$ cat src/rtl/ks_sched_pkg.sv
package ks_sched_pkg;

  localparam int KEY_W   = 64;
  localparam int HALF_W  = 28;
  localparam int CD_W    = 2 * HALF_W;
  localparam int SUB_W   = 48;
  localparam int ROUNDS  = 16;
  localparam int RND_W   = $clog2(ROUNDS);

  // First reduction: output position i (bit 1 first) takes key bit PC1_TAB[i]
  localparam int PC1_TAB [CD_W] = '{
    57, 49, 41, 33, 25, 17,  9,  1, 58, 50, 42, 34, 26, 18,
    10,  2, 59, 51, 43, 35, 27, 19, 11,  3, 60, 52, 44, 36,
    63, 55, 47, 39, 31, 23, 15,  7, 62, 54, 46, 38, 30, 22,
    14,  6, 61, 53, 45, 37, 29, 21, 13,  5, 28, 20, 12,  4
  };

  // Second choice: subkey position i takes bit PC2_TAB[i] of the joined halves
  localparam int PC2_TAB [SUB_W] = '{
    14, 17, 11, 24,  1,  5,  3, 28, 15,  6, 21, 10,
    23, 19, 12,  4, 26,  8, 16,  7, 27, 20, 13,  2,
    41, 52, 31, 37, 47, 55, 30, 40, 51, 45, 33, 48,
    44, 49, 39, 56, 34, 53, 46, 42, 50, 36, 29, 32
  };

  function automatic logic [CD_W-1:0] choice_one(input logic [KEY_W-1:0] k);
    logic [CD_W-1:0] r;
    for (int i = 0; i < CD_W; i++) r[CD_W-1-i] = k[KEY_W-PC1_TAB[i]];
    return r;
  endfunction

  function automatic logic [SUB_W-1:0] choice_two(input logic [CD_W-1:0] cd);
    logic [SUB_W-1:0] r;
    for (int i = 0; i < SUB_W; i++) r[SUB_W-1-i] = cd[CD_W-PC2_TAB[i]];
    return r;
  endfunction

  // Zero-based encryption round index whose rotation is a single position
  function automatic logic single_step(input logic [RND_W-1:0] idx);
    return (idx == RND_W'(0)) || (idx == RND_W'(1)) ||
           (idx == RND_W'(8)) || (idx == RND_W'(ROUNDS-1));
  endfunction

endpackage

$ cat src/rtl/ks_round_ctl.sv
module ks_round_ctl
  import ks_sched_pkg::*;
(
  input  logic clk,
  input  logic rst_n,
  input  logic load_i,
  input  logic adv_i,
  input  logic decrypt_i,
  output logic dir_right_o,
  output logic step_two_o
);

  logic [RND_W-1:0] round_q;
  logic [RND_W-1:0] round_nxt;
  logic             dir_q;
  logic             at_last;

  assign at_last   = (round_q == RND_W'(ROUNDS-1));
  assign round_nxt = at_last ? '0 : round_q + RND_W'(1);

  always_ff @(posedge clk or negedge rst_n) begin
    if (!rst_n) begin
      round_q <= '0;
      dir_q   <= 1'b0;
    end else if (load_i) begin
      round_q <= '0;
      dir_q   <= decrypt_i;
    end else if (adv_i) begin
      round_q <= round_nxt;
    end
  end

  // Encrypt: the step belongs to the round being entered.
  // Decrypt: undo the step of the mirrored encryption round.
  logic [RND_W-1:0] mirror_idx;
  assign mirror_idx  = RND_W'(ROUNDS-1) - round_q;
  assign dir_right_o = dir_q;
  assign step_two_o  = dir_q ? !single_step(mirror_idx) : !single_step(round_nxt);


  load_restart_chk: assert property (@(posedge clk) disable iff (!rst_n)
    load_i |=> (round_q == '0));


  round_wrap_chk: assert property (@(posedge clk) disable iff (!rst_n)
    (adv_i && !load_i && at_last) |=> (round_q == '0));


  dir_hold_chk: assert property (@(posedge clk) disable iff (!rst_n)
    !load_i |=> $stable(dir_q));

endmodule

$ cat src/rtl/ks_half_rot.sv
module ks_half_rot #(
  parameter int W = 28
) (
  input  logic         clk,
  input  logic         rst_n,
  input  logic         load_i,
  input  logic         adv_i,
  input  logic         right_i,
  input  logic         two_i,
  input  logic [W-1:0] seed_i,
  output logic [W-1:0] q_o
);

  logic [W-1:0] q;
  logic [W-1:0] turned;
  logic [W-1:0] nxt;

  always_comb begin
    unique case ({right_i, two_i})
      2'b00:   turned = {q[W-2:0], q[W-1]};
      2'b01:   turned = {q[W-3:0], q[W-1:W-2]};
      2'b10:   turned = {q[0], q[W-1:1]};
      default: turned = {q[1:0], q[W-1:2]};
    endcase
  end

  always_comb begin
    if (load_i)     nxt = seed_i;
    else if (adv_i) nxt = turned;
    else            nxt = q;
  end

  always_ff @(posedge clk or negedge rst_n) begin
    if (!rst_n) q <= '0;
    else        q <= nxt;
  end

  assign q_o = q;


  weight_keep_chk: assert property (@(posedge clk) disable iff (!rst_n)
    (adv_i && !load_i) |=> ($countones(q) == $past($countones(q))));

endmodule

$ cat src/rtl/ks_sched_top.sv
module ks_sched_top
  import ks_sched_pkg::*;
(
  input  logic             clk,
  input  logic             rst_n,
  input  logic [KEY_W-1:0] key_i,
  input  logic             load_i,
  input  logic             adv_i,
  input  logic             decrypt_i,
  output logic [SUB_W-1:0] subkey_o
);

  logic [CD_W-1:0] reduced;
  logic [CD_W-1:0] seed;
  logic [CD_W-1:0] cd;
  logic            dir_right;
  logic            step_two;

  assign reduced = choice_one(key_i);

  ks_round_ctl u_ctl (
    .clk         (clk),
    .rst_n       (rst_n),
    .load_i      (load_i),
    .adv_i       (adv_i),
    .decrypt_i   (decrypt_i),
    .dir_right_o (dir_right),
    .step_two_o  (step_two)
  );

  for (genvar h = 0; h < 2; h++) begin : g_half
    logic [HALF_W-1:0] raw;
    assign raw = reduced[h*HALF_W +: HALF_W];
    // Encrypt starts with round 1's single left step folded in;
    // decrypt starts on the unrotated value, equal to the round 16 state.
    assign seed[h*HALF_W +: HALF_W] = decrypt_i ? raw : {raw[HALF_W-2:0], raw[HALF_W-1]};

    ks_half_rot #(.W(HALF_W)) u_half (
      .clk     (clk),
      .rst_n   (rst_n),
      .load_i  (load_i),
      .adv_i   (adv_i),
      .right_i (dir_right),
      .two_i   (step_two),
      .seed_i  (seed[h*HALF_W +: HALF_W]),
      .q_o     (cd[h*HALF_W +: HALF_W])
    );
  end

  assign subkey_o = choice_two(cd);


  idle_hold_chk: assert property (@(posedge clk) disable iff (!rst_n)
    (!load_i && !adv_i) |=> $stable(subkey_o));

endmodule

$ cat config.mk
export PLATFORM = sky130hd
export DESIGN_NAME = ks_sched_top
export DESIGN_NICKNAME = d
export VERILOG_FILES = /design/src/rtl/ks_sched_pkg.sv /design/src/rtl/ks_round_ctl.sv /design/src/rtl/ks_half_rot.sv /design/src/rtl/ks_sched_top.sv
export SDC_FILE = /design/constraint.sdc
export NUM_CORES = 1
export LEC_CHECK = 0
export BUFFER_PORTS_ARGS = -buffer_cell sky130_fd_sc_hd__buf_4
export CAP_MARGIN = 20
export CORE_MARGIN = 2
export CORE_UTILIZATION = 42
export CTS_CLUSTER_SIZE = 12
export DETAILED_ROUTE_END_ITERATION = 10
export PLACE_DENSITY = 0.65
export SYNTH_ARGS = -nofsm -noshare
export SYNTH_HDL_FRONTEND = slang
export SYNTH_SLANG_ARGS = --single-unit
$ cat constraint.sdc
create_clock -name clk -period 5.6 [get_ports clk]
set_input_delay 0.84 -clock clk [delete_from_list [all_inputs] [get_ports clk]]
set_output_delay 0.84 -clock clk [all_outputs]
set_load 0.02 [all_outputs]
==> flow_summary_export.csv <==
group,metric,value,unit
clock_network,cts_sinks,61,
worst_setup_path,worstPathMaxFanout,63,
routing,via_per_inst,5.82,
sta,setup-violations-final,0,
synthesis,ys_warn_count,0,
synthesis,ys.flop_type,"dfrtp_1",
finish,areaGrowthSynthToFinish,9.90,%
floorplanning,die_area,15800,um^2
sta,holdWs,610,ps
pwr,leakage,2.95,nW
routing,drc,0,
floorplanning,initial_utilization,0.429,
worst_setup_path,path_class,"in -> reg",
finish,fin_area,6850,um^2
worst_setup_path,worst_setup_path_start_kind,"input pin",
pwr,p_total,1.85,mW
pwr,p_comb_frac,0.376,
routing,drt_first_pass_iters,5,
sta,fin_setup_tns,0,ps
synthesis,postSynth.asyncResetShare,1.00,
global_route,grt_pass1_wl,29300,um
clock_network,clk-insertion-delay-late,340,ps
pwr,p_per_area,270,nW/um^2
finish,fin_util,0.471,
run,cap_violations,0,
synthesis,synth.cell_area,6230,um^2
floorplanning,coreArea,14500,um^2
synthesis,yosysMostFrequentCell,"nor2_1",
worst_setup_path,critPathBufInv,2,
sta,rsz0062_at_grt,"false",
finish,instances_no_fill,1032,
clock_network,root_buffer,"clkbuf_16",
synthesis,syn_nets,916,
clock_network,clkTransAtPathRegs,60,ps
place,dpl_worst_slack,2230,ps
worst_setup_path,slowest_stage,"a221oi_4",
floorplanning,io_pins,117,
synthesis,yosys.area.top_type,"dfrtp_1",
global_route,grt_overflow,0,
synthesis,synth_edf_count,0,
min_path,hp-class,"in -> async",
worst_setup_path,crit_family,"buffers and inverters",
sta,max_freq,323,MHz
finish,n_antenna_cell,0,
clock_network,cts_tree,"built",
routing,via_count,6009,
worst_setup_path,reg2reg_from,"u_ctl.round_q[0]",
synthesis,synth_common_cells,"116 x nor2_1, 115 x nand2_1, 67 x o21ai_0, 61 x dfrtp_1, 58 x mux2_2",
sta,relSlewSlack,0.230,
clock_network,cts-resized-gates,0,
worst_setup_path,required,5800,ps
worst_setup_path,reg2reg_to,"g_half[0].u_half.q_o[1]",
floorplanning,fp-row-count,44,
sta,tightest_slew,1160,ps
sta,finalHoldViolations,0,
worst_setup_path,crit_chain,"buf_4, nor2_1, a221oi_4, buf_4, and3_1, a32oi_2",
pwr,p_sw,0.701,mW
pwr,p_sw_frac,0.380,
place,portBuffers,108,
synthesis,postSynthAreaPerCell,7.40,um^2
global_route,first_global_vias,5549,
pwr,clockPowerShare,0.285,
place,place.gp.congestion,0.763,
global_route,track_usage,0.221,
pwr,vdd_ir_drop_max,0.161,mV
status,status,"finished clean",
worst_setup_path,arrival,3300,ps
global_route,grt_start_max_net_pins,117,
sta,fin_worst_skew,7.75,ps
clock_network,cts_max_level,3,
routing,ant_nets,0,
synthesis,yosysSeqAreaShare,0.245,
floorplanning,die_w,126,um
worst_setup_path,slowest_delay,900,ps
synthesis,ys_top_cells_by_area,"dfrtp_1 25%, mux2_2 10%, a32oi_1 7.0%",
place,placed_cell_area,6550,um^2
finish,nets,919,
worst_setup_path,r2r_slack,2780,ps
sta,period_share,0.552,
place,place_hpwl,10800,um
routing,routedWlPerCell,17.3,um
finish,drive_gt1_frac,0.236,
worst_setup_path,cp.depth,6,
routing,finalWirelength,17800,um
synthesis,ys_ff_latch,61,
worst_setup_path,critPathMostFrequentCell,"buf_4",
place,dp.cells,1017,
clock_network,ctsHoldBuffers,0,
worst_setup_path,r2r_cells,7,
finish,nFillCells,1534,
clock_network,cts_setup_buffers,0,
pwr,p_seq_frac,0.339,
global_route,antenna_found_initial,0,
floorplanning,die_h,126,um
clock_network,numCtsBuffers,9,
sta,slew_viol_final,0,
routing,drtIter0Drc,725,
worst_setup_path,crit_path_end_kind,"flop",
synthesis,synth_top_cell_area_share,0.245,
sta,period_needed,3090,ps
sta,layout_setup_ws,2510,ps
pwr,p_int,1.15,mW
clock_network,clk_path_buf_depth,2,
synthesis,netlist_instances,842,
synthesis,synth_cell_types,36,
area by class of cell:
type / instances / area [um^2] / area share
multi-input cells: 652 / 3910 / 0.570
flip-flops and latches: 61 / 1530 / 0.224
repair buffers: 117 / 898 / 0.131
clock buffers: 12 / 256 / 0.0375
well taps: 184 / 230 / 0.0336
inverters: 4 / 15.0 / 0.00219
clock inverters: 2 / 10.0 / 0.00146
state kept, by name (all words and copies together) (netlist names):
signal / count
g_half.u_half.q_o: 56
u_ctl.dir_right_o: 1
u_ctl.round_q: 4
worst max-delay path by stage:
| stage | slack (ps) | start | to |
|---|---|---|---|
| after floorplan | 3470 | load_i | g_half[0].u_half.q_o[1] |
| final | 2510 | adv_i | g_half[0].u_half.q_o[1] |
| after global placement | 2230 | adv_i | g_half[0].u_half.q_o[1] |
| after detailed placement | 2230 | adv_i | g_half[0].u_half.q_o[1] |
| after CTS | 2570 | u_ctl.dir_right_o | g_half[0].u_half.q_o[1] |
| after global routing | 2380 | adv_i | g_half[0].u_half.q_o[21] |
routing by layer:
| metal | vias up | track usage | wire (um) |
|---|---|---|---|
| met4 | 0 | 0.0595 | 218 |
| li1 | 2919 | - | - |
| met5 | - | 0 | 0 |
| met2 | 207 | 0.337 | 7930 |
| met1 | 2870 | 0.329 | 8670 |
| met3 | 13 | 0.0293 | 1030 |
cells by family (layout without fill, tap and decap cells):
logic type	Yosys count	after routing	share of synthesized area
AO/OA/AOI/OAI	180	180	0.191
XOR/XNOR	1	1	0.00141
adder cells (fa/ha/maj)	5	5	0.0100
buffers and inverters	129	135	0.133
flip-flops	61	61	0.245
multiplexers	59	59	0.106
AND/OR/NAND/NOR	407	407	0.313
power by group through the flow:
stage          clock network [mW]  logic (mW)  registers [mW]
3_5_place_dp                    0       0.667           0.651
6_report                    0.526       0.694           0.626
4_1_cts                     0.533       0.671           0.644
2_1_floorplan                   0       0.593           0.585
3_3_place_gp                    0       0.659           0.653
5_1_grt                     0.551       0.759           0.639
layout by cell type (no fill, tap or decap), drive strengths merged, types with 29 or more instances in the layout:
cell / synthesis / final
nand3: 57 / 57
mux2: 58 / 58
buf: 79 / 117
nand2: 115 / 115
o21ai: 114 / 114
and2b: 29 / 29
nor2: 116 / 116
a32oi: 56 / 56
and3: 56 / 56
dfrtp: 61 / 61
Note: power is estimated with default switching activity, not from simulation.
